File: config.mk
export PLATFORM = sky130hd
export DESIGN_NAME = dac_load_seq
export DESIGN_NICKNAME = d
export VERILOG_FILES = /design/src/rtl/dac_seq_pkg.sv /design/src/rtl/dac_seq_edge.sv /design/src/rtl/dac_seq_ctrl.sv /design/src/rtl/dac_seq_datapath.sv /design/src/rtl/dac_load_seq.sv
export SDC_FILE = /design/constraint.sdc
export NUM_CORES = 1
export LEC_CHECK = 0
export BUFFER_PORTS_ARGS = -buffer_cell sky130_fd_sc_hd__buf_2
export CORE_ASPECT_RATIO = 1.25
export CORE_MARGIN = 2
export CORE_UTILIZATION = 37
export DETAILED_ROUTE_END_ITERATION = 6
export GPL_ROUTABILITY_DRIVEN = 0
export PLACE_DENSITY_LB_ADDON = 0.25
export SYNTH_ARGS = -nofsm -noshare
export SYNTH_HDL_FRONTEND = slang
export SYNTH_HIERARCHICAL = 1
export SYNTH_SLANG_ARGS = --single-unit
File: constraint.sdc
create_clock -name clk -period 2.58 [get_ports clk]
set_input_delay 0.258 -clock clk [delete_from_list [all_inputs] [get_ports clk]]
set_output_delay 0.258 -clock clk [all_outputs]
set_load 0.005 [all_outputs]
File: src/rtl/dac_seq_pkg.sv
package dac_seq_pkg;

  typedef enum logic [1:0] {
    ST_IDLE  = 2'd0,
    ST_CALC  = 2'd1,
    ST_CLEAR = 2'd2,
    ST_RESET = 2'd3
  } seqState_t;

  typedef enum logic [1:0] {
    SEL_INPUT  = 2'd0,
    SEL_GAIN   = 2'd1,
    SEL_OFFSET = 2'd2,
    SEL_CODE   = 2'd3
  } regSel_t;

  // control-to-datapath strobes
  typedef struct packed {
    logic loadDac;      // copy input registers to DAC registers
    logic clearDac;     // copy clear code to every DAC register
    logic setDefaults;  // restore power-on values
    logic wrAllow;      // host writes may land this cycle
  } seqStrobe_t;

endpackage

File: src/rtl/dac_seq_edge.sv
module dac_seq_edge (
  input  logic clk,
  input  logic arstN,
  input  logic lvl,
  output logic fall
);

  logic prevLvl;

  always_ff @(posedge clk or negedge arstN) begin
    if (!arstN) prevLvl <= 1'b1;
    else        prevLvl <= lvl;
  end

  assign fall = prevLvl & ~lvl;

endmodule

File: src/rtl/dac_seq_ctrl.sv
module dac_seq_ctrl
  import dac_seq_pkg::*;
#(
  parameter int CALC_CYCLES = 16,
  parameter int CLR_CYCLES  = 3500,
  parameter int RST_CYCLES  = 27000
) (
  input  logic       clk,
  input  logic       sysRstN,
  input  logic       wrEn,
  input  logic [1:0] wrSel,
  input  logic       loadN,
  input  logic       clrN,
  input  logic       rstN,
  output logic       busyN,
  output seqStrobe_t strobe
);

  localparam int MAX_AB  = (CALC_CYCLES > CLR_CYCLES) ? CALC_CYCLES : CLR_CYCLES;
  localparam int MAX_CYC = (MAX_AB > RST_CYCLES) ? MAX_AB : RST_CYCLES;
  localparam int CNT_W   = $clog2(MAX_CYC + 1);
  localparam logic [CNT_W-1:0] CALC_LAST = CNT_W'(CALC_CYCLES - 1);
  localparam logic [CNT_W-1:0] CLR_LAST  = CNT_W'(CLR_CYCLES - 1);
  localparam logic [CNT_W-1:0] RST_LAST  = CNT_W'(RST_CYCLES - 1);
  localparam int IDX_LOAD = 0;
  localparam int IDX_CLR  = 1;
  localparam int IDX_RST  = 2;
  localparam int N_EDGE   = 3;

  logic [N_EDGE-1:0] pinLvl;
  logic [N_EDGE-1:0] fallVec;

  assign pinLvl = {rstN, clrN, loadN};

  for (genvar i = 0; i < N_EDGE; i++) begin : g_edge
    dac_seq_edge i_edge (
      .clk  (clk),
      .arstN(sysRstN),
      .lvl  (pinLvl[i]),
      .fall (fallVec[i])
    );
  end

  seqState_t        state, nextState;
  logic [CNT_W-1:0] cnt, nextCnt;
  logic             pending, nextPend;
  logic             pendOr;
  logic             inputWr;

  assign pendOr  = pending | fallVec[IDX_LOAD];
  assign inputWr = wrEn && (regSel_t'(wrSel) == SEL_INPUT);

  always_comb begin
    nextState = state;
    nextCnt   = cnt;
    nextPend  = pending;
    strobe    = '0;
    unique case (state)
      ST_RESET: begin
        if (cnt == '0) nextState = ST_IDLE;
        else           nextCnt   = cnt - CNT_W'(1);
      end
      default: begin
        strobe.wrAllow = !fallVec[IDX_RST];
        if (fallVec[IDX_RST]) begin
          nextState          = ST_RESET;
          nextCnt            = RST_LAST;
          nextPend           = 1'b0;
          strobe.setDefaults = 1'b1;
        end else if (fallVec[IDX_CLR] && state != ST_CLEAR) begin
          nextState       = ST_CLEAR;
          nextCnt         = CLR_LAST;
          nextPend        = pendOr;
          strobe.clearDac = 1'b1;
        end else if (state == ST_IDLE) begin
          strobe.loadDac = fallVec[IDX_LOAD];
          if (inputWr) begin
            nextState = ST_CALC;
            nextCnt   = CALC_LAST;
          end
        end else if (state == ST_CALC && inputWr) begin
          nextCnt  = CALC_LAST;
          nextPend = pendOr;
        end else if (cnt == '0) begin
          nextState      = ST_IDLE;
          nextPend       = 1'b0;
          strobe.loadDac = pendOr;
        end else begin
          nextCnt  = cnt - CNT_W'(1);
          nextPend = pendOr;
        end
      end
    endcase
  end

  always_ff @(posedge clk or negedge sysRstN) begin
    if (!sysRstN) begin
      state   <= ST_RESET;
      cnt     <= RST_LAST;
      pending <= 1'b0;
    end else begin
      state   <= nextState;
      cnt     <= nextCnt;
      pending <= nextPend;
    end
  end

  assign busyN = (state == ST_IDLE);

endmodule

File: src/rtl/dac_seq_datapath.sv
module dac_seq_datapath
  import dac_seq_pkg::*;
#(
  parameter int NUM_CH = 8,
  parameter int DATA_W = 12,
  localparam int CH_W  = (NUM_CH > 1) ? $clog2(NUM_CH) : 1
) (
  input  logic                     clk,
  input  logic                     sysRstN,
  input  seqStrobe_t               strobe,
  input  logic                     wrEn,
  input  logic [1:0]               wrSel,
  input  logic [CH_W-1:0]          wrCh,
  input  logic [DATA_W-1:0]        wrData,
  input  logic [1:0]               rdSel,
  input  logic [CH_W-1:0]          rdCh,
  output logic [DATA_W-1:0]        rdData,
  output logic [NUM_CH*DATA_W-1:0] dacOut
);

  localparam logic [DATA_W-1:0] INPUT_DEF  = '0;
  localparam logic [DATA_W-1:0] GAIN_DEF   = '1;
  localparam logic [DATA_W-1:0] OFFSET_DEF = DATA_W'(1) << (DATA_W - 1);
  localparam logic [DATA_W-1:0] CODE_DEF   = '0;
  localparam logic [DATA_W-1:0] DAC_DEF    = '0;

  logic [DATA_W-1:0] inReg   [NUM_CH];
  logic [DATA_W-1:0] gainReg [NUM_CH];
  logic [DATA_W-1:0] offReg  [NUM_CH];
  logic [DATA_W-1:0] dacReg  [NUM_CH];
  logic [DATA_W-1:0] codeReg;
  logic              wrOk;

  assign wrOk = wrEn && strobe.wrAllow;

  for (genvar c = 0; c < NUM_CH; c++) begin : g_ch
    logic hit;
    assign hit = wrOk && (wrCh == CH_W'(c));

    always_ff @(posedge clk or negedge sysRstN) begin
      if (!sysRstN) begin
        inReg[c]   <= INPUT_DEF;
        gainReg[c] <= GAIN_DEF;
        offReg[c]  <= OFFSET_DEF;
        dacReg[c]  <= DAC_DEF;
      end else if (strobe.setDefaults) begin
        inReg[c]   <= INPUT_DEF;
        gainReg[c] <= GAIN_DEF;
        offReg[c]  <= OFFSET_DEF;
        dacReg[c]  <= DAC_DEF;
      end else begin
        if (hit && regSel_t'(wrSel) == SEL_INPUT)  inReg[c]   <= wrData;
        if (hit && regSel_t'(wrSel) == SEL_GAIN)   gainReg[c] <= wrData;
        if (hit && regSel_t'(wrSel) == SEL_OFFSET) offReg[c]  <= wrData;
        if (strobe.clearDac)     dacReg[c] <= codeReg;
        else if (strobe.loadDac) dacReg[c] <= inReg[c];
      end
    end

    assign dacOut[c*DATA_W +: DATA_W] = dacReg[c];
  end

  always_ff @(posedge clk or negedge sysRstN) begin
    if (!sysRstN)                                          codeReg <= CODE_DEF;
    else if (strobe.setDefaults)                           codeReg <= CODE_DEF;
    else if (wrOk && regSel_t'(wrSel) == SEL_CODE)         codeReg <= wrData;
  end

  always_comb begin
    rdData = '0;
    if (regSel_t'(rdSel) == SEL_CODE) begin
      rdData = codeReg;
    end else if (int'(rdCh) < NUM_CH) begin
      unique case (regSel_t'(rdSel))
        SEL_INPUT:  rdData = inReg[rdCh];
        SEL_GAIN:   rdData = gainReg[rdCh];
        SEL_OFFSET: rdData = offReg[rdCh];
        default:    rdData = '0;
      endcase
    end
  end

endmodule

File: src/rtl/dac_load_seq.sv
module dac_load_seq
  import dac_seq_pkg::*;
#(
  parameter int NUM_CH      = 8,
  parameter int DATA_W      = 12,
  parameter int CLK_MHZ     = 100,
  parameter int CALC_CYCLES = 16,
  parameter int CLR_CYCLES  = CLK_MHZ * 35,
  parameter int RST_CYCLES  = CLK_MHZ * 270,
  localparam int CH_W       = (NUM_CH > 1) ? $clog2(NUM_CH) : 1
) (
  input  logic                     clk,
  input  logic                     sysRstN,
  input  logic                     wrEn,
  input  logic [1:0]               wrSel,
  input  logic [CH_W-1:0]          wrCh,
  input  logic [DATA_W-1:0]        wrData,
  input  logic [1:0]               rdSel,
  input  logic [CH_W-1:0]          rdCh,
  output logic [DATA_W-1:0]        rdData,
  input  logic                     loadN,
  input  logic                     clrN,
  input  logic                     rstN,
  output logic                     busyN,
  output logic [NUM_CH*DATA_W-1:0] dacOut
);

  seqStrobe_t seqStrobe;

  dac_seq_ctrl #(
    .CALC_CYCLES(CALC_CYCLES),
    .CLR_CYCLES (CLR_CYCLES),
    .RST_CYCLES (RST_CYCLES)
  ) i_ctrl (
    .clk    (clk),
    .sysRstN(sysRstN),
    .wrEn   (wrEn),
    .wrSel  (wrSel),
    .loadN  (loadN),
    .clrN   (clrN),
    .rstN   (rstN),
    .busyN  (busyN),
    .strobe (seqStrobe)
  );

  dac_seq_datapath #(
    .NUM_CH(NUM_CH),
    .DATA_W(DATA_W)
  ) i_dp (
    .clk    (clk),
    .sysRstN(sysRstN),
    .strobe (seqStrobe),
    .wrEn   (wrEn),
    .wrSel  (wrSel),
    .wrCh   (wrCh),
    .wrData (wrData),
    .rdSel  (rdSel),
    .rdCh   (rdCh),
    .rdData (rdData),
    .dacOut (dacOut)
  );

endmodule

Word level (Yosys, flattened, before mapping)
Cells that the tools add are included.
{"block": "word_totals", "register_bits": 417, "input_bits": 28, "output_inout_bits": 109, "elab_cells": 252}
{"block": "op_classes", "n_addsub": 1, "n_lt_le_gt_ge": 1, "eq_ne": 19, "muxes": 112, "n_bitwise": 9, "reduce_logical": 71}
{"op": "2-to-1 mux 12 bit", "count": 81}
{"op": "binary-select mux 12 bit (select 3 bit)", "count": 3}
{"op": "2-to-1 mux 15 bit", "count": 7}
{"op": "nonzero test 2 bit", "count": 25}
{"op": "logical AND 1 bit", "count": 37}
{"op": "one-hot mux 12 bit (3 select lines)", "count": 1}
{"op": "2-to-1 mux 2 bit", "count": 8}
{"op": "zero test 15 bit", "count": 1}
{"op": "subtractor 15 x 1 -> 15 bit, second input constant", "count": 1}
{"op": "== test 3 bit, second input constant", "count": 4}
{"op": "2-to-1 mux 1 bit", "count": 11}
{"op": "== test 2 bit, second input constant", "count": 5}
{"op": "== test 2 x 1 -> 1 bit, second input constant", "count": 3}
{"op": "== test 3 x 2 -> 1 bit, second input constant", "count": 2}
{"op": "zero test 2 bit", "count": 3}
{"op": "inequality test 5 x 1 -> 1 bit, second input constant", "count": 1}
{"op": "inequality test 5 x 4 -> 1 bit, second input constant", "count": 1}
{"op": ">= comparator 4 bit, second input constant", "count": 1}
{"op": "2-to-1 mux 4 bit", "count": 1}
{"op": "NOT 1 bit", "count": 4}
{"op": "NOT 3 -> 4 bit", "count": 1}
{"op": "AND reduction 2 bit", "count": 2}
{"op": "bitwise AND 1 bit", "count": 3}
{"op": "== test 3 x 1 -> 1 bit, second input constant", "count": 1}
{"op": "other kinds (6)", "count": 6}

Logic depth before layout (Yosys ltp)
{"block": "depth", "word_depth": 14, "depth_mapped": 12, "ltp_nobuf": 8}

Hierarchy
The synthesis kept the hierarchy.
{"module": "dac_seq_datapath", "instances": 1, "cells_each": 1673, "area_each_um2": 19337.3, "seq_area_each_um2": 10039.6}
{"module": "dac_seq_ctrl", "instances": 1, "cells_each": 161, "area_each_um2": 1317.5, "seq_area_each_um2": 465.4}
{"module": "dac_seq_edge", "instances": 3, "cells_each": 2, "area_each_um2": 40.0, "seq_area_each_um2": 26.3}

Least setup slack after synthesis
Ideal clock, no wire load.
{"block": "synth_path", "kind": "reg2reg", "start": "register i_ctrl.cnt[0]", "end": "register i_dp.dacReg (netlist bit i_dp/dacOut[24])", "setup_ps": 119, "t_arrival_ps": 2596, "required_time_ps": 2461, "slack_ps": -134, "stages_incl_launch_ff": 13, "n_path_buf": 4, "synth_period_minus_slack_ps": 2714, "path_cell_list": "dfstp_2 -> inv_1 -> ha_1 -> nor3b_1 -> and4_1 -> buf_2 -> a21oi_1 -> nor2_1 -> clkbuf_1 -> clkbuf_1 -> buf_2 -> mux2_2 -> o21a_1"}
{"element": "start: declaration", "line": "dac_seq_ctrl.sv:45", "rtl": "logic [CNT_W-1:0] cnt, nextCnt;"}
{"element": "start signal: assignment", "line": "dac_seq_ctrl.sv:103", "rtl": "cnt <= nextCnt;"}
{"element": "end signal: indexed assignment", "line": "dac_seq_datapath.sv:55", "rtl": "if (strobe.clearDac) dacReg[c] <= codeReg;"}
{"element": "end signal: indexed assignment", "line": "dac_seq_datapath.sv:56", "rtl": "else if (strobe.loadDac) dacReg[c] <= inReg[c];"}
{"element": "end: declaration", "line": "dac_seq_datapath.sv:30", "rtl": "logic [DATA_W-1:0] dacReg [NUM_CH];"}

Final worst setup path
{"block": "layout_path", "start": "register i_dp/inReg[85] (netlist name)", "end": "output rdData[1]"}
{"block": "layout_via", "elab_chain_len": 5}
{"element": "start: declaration", "line": "dac_seq_datapath.sv:27", "rtl": "logic [DATA_W-1:0] inReg [NUM_CH];"}
{"element": "start signal: indexed assignment", "line": "dac_seq_datapath.sv:52", "rtl": "if (hit && regSel_t'(wrSel) == SEL_INPUT) inReg[c] <= wrData;"}
{"element": "binary-select mux 12 bit (select 3 bit)", "line": "dac_seq_datapath.sv:75", "rtl": "SEL_INPUT: rdData = inReg[rdCh];"}
{"element": "2-to-1 mux 12 bit (not written as such) (2 in a row)", "line": "dac_seq_datapath.sv:75"}
{"element": "one-hot mux 12 bit (3 select lines)", "line": "dac_seq_datapath.sv:74", "rtl": "unique case (regSel_t'(rdSel))"}
{"element": "2-to-1 mux 12 bit", "line": "dac_seq_datapath.sv:71", "rtl": "if (regSel_t'(rdSel) == SEL_CODE) begin"}
{"element": "end: declaration", "line": "dac_load_seq.sv:20", "rtl": "output logic [DATA_W-1:0] rdData,"}
No other way between the ends. The select of a mux whose other input is x is not followed.

==> impl_metrics.prom <==
# TYPE chip_impl_metric gauge
chip_impl_info{name="run_status",value="complete, no violations"} 1
chip_impl_metric{name="synth-seq-cells",unit=""} 417
chip_impl_metric{name="cts_setup_buffers",unit=""} 0
chip_impl_metric{name="area_growth",unit="%"} 17.35
chip_impl_metric{name="routed-via-count",unit=""} 14852
chip_impl_metric{name="postLayoutSetupSlackWorst",unit="ps"} 42.42
chip_impl_metric{name="cts.clk_slew.worst_paths",unit="ps"} 60
chip_impl_metric{name="antenna_left",unit=""} 0
chip_impl_metric{name="power.density_cell_area",unit="nW/um2"} 658.8
chip_impl_info{name="hold_class",value="primary input to flop"} 1
chip_impl_metric{name="critical-path-max-stage-delay",unit="ps"} 470
chip_impl_metric{name="synth.yosys.seq_area_share",unit=""} 0.5095
chip_impl_metric{name="layout_min_cycle_time",unit="ps"} 2538
chip_impl_metric{name="critical_path_arrival",unit="ps"} 2280
chip_impl_metric{name="async_reset_ff_frac",unit=""} 1.000
chip_impl_info{name="clock_tree.root_cell",value="clkbuf_16"} 1
chip_impl_metric{name="die_w",unit="um"} 215.9
chip_impl_metric{name="die_h",unit="um"} 268.9
chip_impl_metric{name="setup_viol",unit=""} 0
chip_impl_metric{name="drt-initial-drc-count",unit=""} 1021
chip_impl_metric{name="hold-path-cell-count",unit=""} 3
chip_impl_info{name="timing.setup.critical_path_class",value="flop to primary output"} 1
chip_impl_info{name="timing.hold.worst_endpoint",value="i_dp/codeReg[11]$_DFFE_PN0P_"} 1
chip_impl_metric{name="post_synthesis_instance_total",unit=""} 1840
chip_impl_info{name="rsz0062_at_grt",value="false"} 1
chip_impl_metric{name="post_synth.cell_area_avg",unit="um2"} 11.29
chip_impl_metric{name="insertion_delay",unit="ps"} 590
chip_impl_metric{name="fin_nets",unit=""} 1980
chip_impl_metric{name="synth.cell_area",unit="um2"} 20770
chip_impl_info{name="critical-path-slowest-cell",value="mux4_2"} 1
chip_impl_metric{name="critical_path.max_fanout",unit=""} 3
chip_impl_metric{name="yosysUniqueCellTypes",unit=""} 62
chip_impl_metric{name="pins_over_slew_limit",unit=""} 0
chip_impl_metric{name="routed_wirelength",unit="um"} 61660
chip_impl_metric{name="share_of_the_synthesized_area_in_compound_gates_ao_oa_aoi_oai",unit=""} 0.08149
chip_impl_metric{name="worst_case_setup_slack_after_placement",unit="ps"} 104.1
chip_impl_metric{name="drc",unit=""} 0
chip_impl_info{name="critical_path.cell_chain",value="mux4_2 > a22oi_1 > a31oi_1 > buf_2"} 1
chip_impl_metric{name="floorplan.die_area",unit="um2"} 58070
chip_impl_info{name="worstHoldStart",value="wrData[11]"} 1
chip_impl_metric{name="worst_ir_drop_vdd",unit="mV"} 0.5792
chip_impl_info{name="start_kind",value="flop"} 1
chip_impl_metric{name="final.setup.tns",unit="ps"} 0
chip_impl_metric{name="post_drt_wl_per_cell",unit="um"} 22.59
chip_impl_metric{name="xor_xnor_cell_area_share_of_the_yosys_netlist",unit=""} 0.002108
chip_impl_metric{name="synth-edff-count",unit=""} 0
chip_impl_metric{name="layout_worst_path_cycle_share",unit=""} 0.9836
chip_impl_metric{name="timing.reg2reg.worst_path_depth",unit=""} 10
chip_impl_metric{name="viasPerCell",unit=""} 5.440
chip_impl_metric{name="numPortBuffers",unit=""} 136
chip_impl_metric{name="initial_utilization",unit=""} 0.3721
chip_impl_info{name="postSynth.topFlopCell",value="dfrtp_1"} 1
chip_impl_metric{name="coreArea",unit="um2"} 55830
chip_impl_metric{name="drtPass1Iterations",unit=""} 7
chip_impl_metric{name="cts-root-to-sink-buffers",unit=""} 3
chip_impl_metric{name="power.static_leakage",unit="nW"} 11.24
chip_impl_metric{name="yosys.area_share.adder",unit=""} 0.001205
chip_impl_metric{name="finalHoldViolations",unit=""} 0
chip_impl_metric{name="grt_pass1_vias",unit=""} 15243
chip_impl_metric{name="global_route.usage.total",unit=""} 0.2134
chip_impl_metric{name="final_layout_size_suffix_gt1_frac",unit=""} 0.3171
chip_impl_metric{name="maximum_number_of_pins_on_one_net_before_global_route_repair",unit=""} 133
chip_impl_metric{name="post_synth_and_or_nand_nor_area_fraction",unit=""} 0.1449
chip_impl_metric{name="grt.overflow.total",unit=""} 0
chip_impl_metric{name="post-layout-total-power",unit="W"} 0.01606
chip_impl_metric{name="timing_worst_slew_pin_value",unit="ps"} 1090
chip_impl_metric{name="relative_slew_margins",unit=""} 0.2736
chip_impl_info{name="reg2reg_from",value="i_ctrl/cnt[0]$_DFFE_PN1P_"} 1
chip_impl_info{name="main_combinational_cell_family_by_area_after_synthesis",value="multiplexers"} 1
chip_impl_metric{name="grt_pass1_wl",unit="um"} 94960
chip_impl_info{name="reg2reg_to",value="i_dp/dacOut[67]$_DFFE_PN0P_"} 1
chip_impl_metric{name="yosys_warnings",unit=""} 6
chip_impl_metric{name="worst_ep_required_time",unit="ps"} 2320
chip_impl_metric{name="dp.final_hpwl",unit="um"} 41460
chip_impl_metric{name="antenna_violations_before_repair",unit=""} 1
chip_impl_metric{name="cts_made_buffers",unit=""} 45
chip_impl_metric{name="clock-sinks",unit=""} 417
chip_impl_info{name="cts_tree",value="yes"} 1
chip_impl_metric{name="muxShareOfSynthArea",unit=""} 0.2207
chip_impl_metric{name="io_pins",unit=""} 137
chip_impl_metric{name="synth.net_count",unit=""} 1870
chip_impl_metric{name="placement_rows",unit=""} 97
chip_impl_metric{name="max_freq",unit="MHz"} 394.1
chip_impl_metric{name="max_cap_violations",unit=""} 0
chip_impl_metric{name="cts_htree_levels",unit=""} 2
chip_impl_metric{name="worst-r2r-setup-slack",unit="ps"} 150
chip_impl_info{name="endpoint_kind",value="primary output"} 1
chip_impl_metric{name="clock_skew",unit="ps"} 18.73
## sequential cells by signal (all words and copies together), names as in the netlist
name / count
i_ctrl/cnt: 15
i_ctrl/g_edge.i_edge/prevLvl: 3
i_ctrl/pending: 1
i_ctrl/state: 2
i_dp/codeReg: 12
i_dp/dacOut: 96
i_dp/gainReg: 96
i_dp/inReg: 96
i_dp/offReg: 96
## final cells by class
type | count | area [um2]
diodes | 1 | 2.502
well taps | 742 | 928.4
flip-flops and latches | 417 | 10580
multi-input cells | 1230 | 9444
clock inverters | 20 | 192.7
clock buffers | 64 | 1339
fillers | 5285 | 31450
repair buffers | 236 | 1807
inverters | 20 | 82.58
## repair_timing
action                     in CTS  in global routing
setup endpoints to repair       2                 37
hold buffers                    4                  0
hold endpoints to repair       50                  0
gates resized for setup         4                  2
## synthesized netlist by cell type (all sizes together), types with 2 or more instances
master,count,area share
a211o,16,0.0067
a21oi,41,0.0099
a22oi,20,0.0072
a31oi,10,0.0037
and3,3,0.00090
and4,2,0.00084
buf,57,0.016
clkbuf,116,0.021
dfrtp,298,0.36
dfstp,119,0.15
ha,2,0.0012
inv,19,0.0034
mux2,97,0.053
mux2i,187,0.090
mux4,72,0.078
nand2,223,0.040
nand2b,10,0.0030
nand3,5,0.0012
nand3b,90,0.033
nand4,3,0.00090
nor2,225,0.041
nor2b,10,0.0041
nor3,25,0.0077
nor3b,3,0.0011
nor4,8,0.0027
o211ai,4,0.0014
o21a,98,0.035
o21ai,16,0.0039
o221ai,11,0.0046
o2bb2ai,3,0.0013
o311ai,6,0.0025
or2,3,0.00090
or3,11,0.0033
or4,7,0.0029
xnor2,3,0.0013
xor2,2,0.00084
## stage by stage
stage,cells,hold WS (ps),area (um2),utilization
2_1_floorplan,1840,-37.59,20780,-
3_3_place_gp,2641,253.5,22760,0.4078
3_5_place_dp,2641,250.2,22760,0.4078
4_1_cts,2729,102.4,24370,0.4364
5_1_grt,2730,119.3,24380,0.4367
6_report,2730,131.3,24380,0.4367
## per-layer routing
metal	vias to the layer above	global-route usage	wire, um
met5	-	0	0
met4	0	0.07386	1943
met3	104	0.02899	2879
met2	438	0.3691	31100
met1	7633	0.2759	25740
li1	6677	-	-
## critical path: cells and delay by family (launching register included)
family                 cells  cell delay, ps
AOI/OAI and AO/OA          2             610
muxes                      1             470
buffers and inverters      1             190
DFF                        1             420
## cell families after synthesis
group | after synthesis
xor gates and xnor gates | 5
adders and majority gates | 2
muxes | 356
DFF | 417
buffers and inverters | 193
AOI/OAI and AO/OA | 235
and+or+nand+nor | 632
## worst max path at each step
stage / startpoint / to / slack [ps]
after floorplan: i_ctrl/cnt[0]$_DFFE_PN1P_ / i_dp/dacOut[24]$_DFFE_PN0P_ / -10
after global placement: rdCh[0] / rdData[2] / 70
after detailed placement: rdCh[0] / rdData[2] / 100
after CTS: i_dp/gainReg[51]$_DFFE_PN1P_ / rdData[3] / 8
after global routing: i_dp/inReg[85]$_DFFE_PN0P_ / rdData[1] / 1
final: i_dp/inReg[85]$_DFFE_PN0P_ / rdData[1] / 40
## report_power, final
group / switching, W / internal, W
Clock: 0.00286 / 0.00385
Combinational: 0.00109 / 0.000740
Sequential: 0.000346 / 0.00717
## placed cells by master (no fill, tap or decap), types with 3 or more instances in the layout
cell | netlist | layout
a211o_1 | 16 | 16
a21oi_1 | 41 | 41
a22oi_1 | 20 | 19
a31oi_1 | 9 | 9
and3_1 | 3 | 3
buf_12 | 0 | 28
buf_2 | 39 | 133
buf_4 | 10 | 70
clkbuf_1 | 116 | 6
clkbuf_16 | 0 | 46
clkbuf_8 | 0 | 12
clkinv_2 | 0 | 9
dfrtp_1 | 298 | 298
dfstp_2 | 119 | 119
dlygate4sd3_1 | 0 | 4
inv_1 | 19 | 18
inv_6 | 0 | 4
mux2_2 | 97 | 97
mux2i_1 | 187 | 187
mux4_2 | 72 | 72
nand2_1 | 223 | 223
nand2b_1 | 10 | 10
nand3_1 | 5 | 5
nand3b_1 | 90 | 90
nand4_1 | 3 | 3
nor2_1 | 225 | 223
nor2b_1 | 7 | 7
nor2b_4 | 3 | 3
nor3_1 | 18 | 13
nor3_2 | 7 | 12
nor4_1 | 7 | 7
o211ai_1 | 4 | 4
o21a_1 | 98 | 98
o21ai_0 | 15 | 15
o221ai_1 | 11 | 10
o311ai_0 | 5 | 5
or3_1 | 11 | 11
or4_1 | 5 | 5
xnor2_1 | 3 | 3
Note: power is estimated with default switching activity, not from simulation.
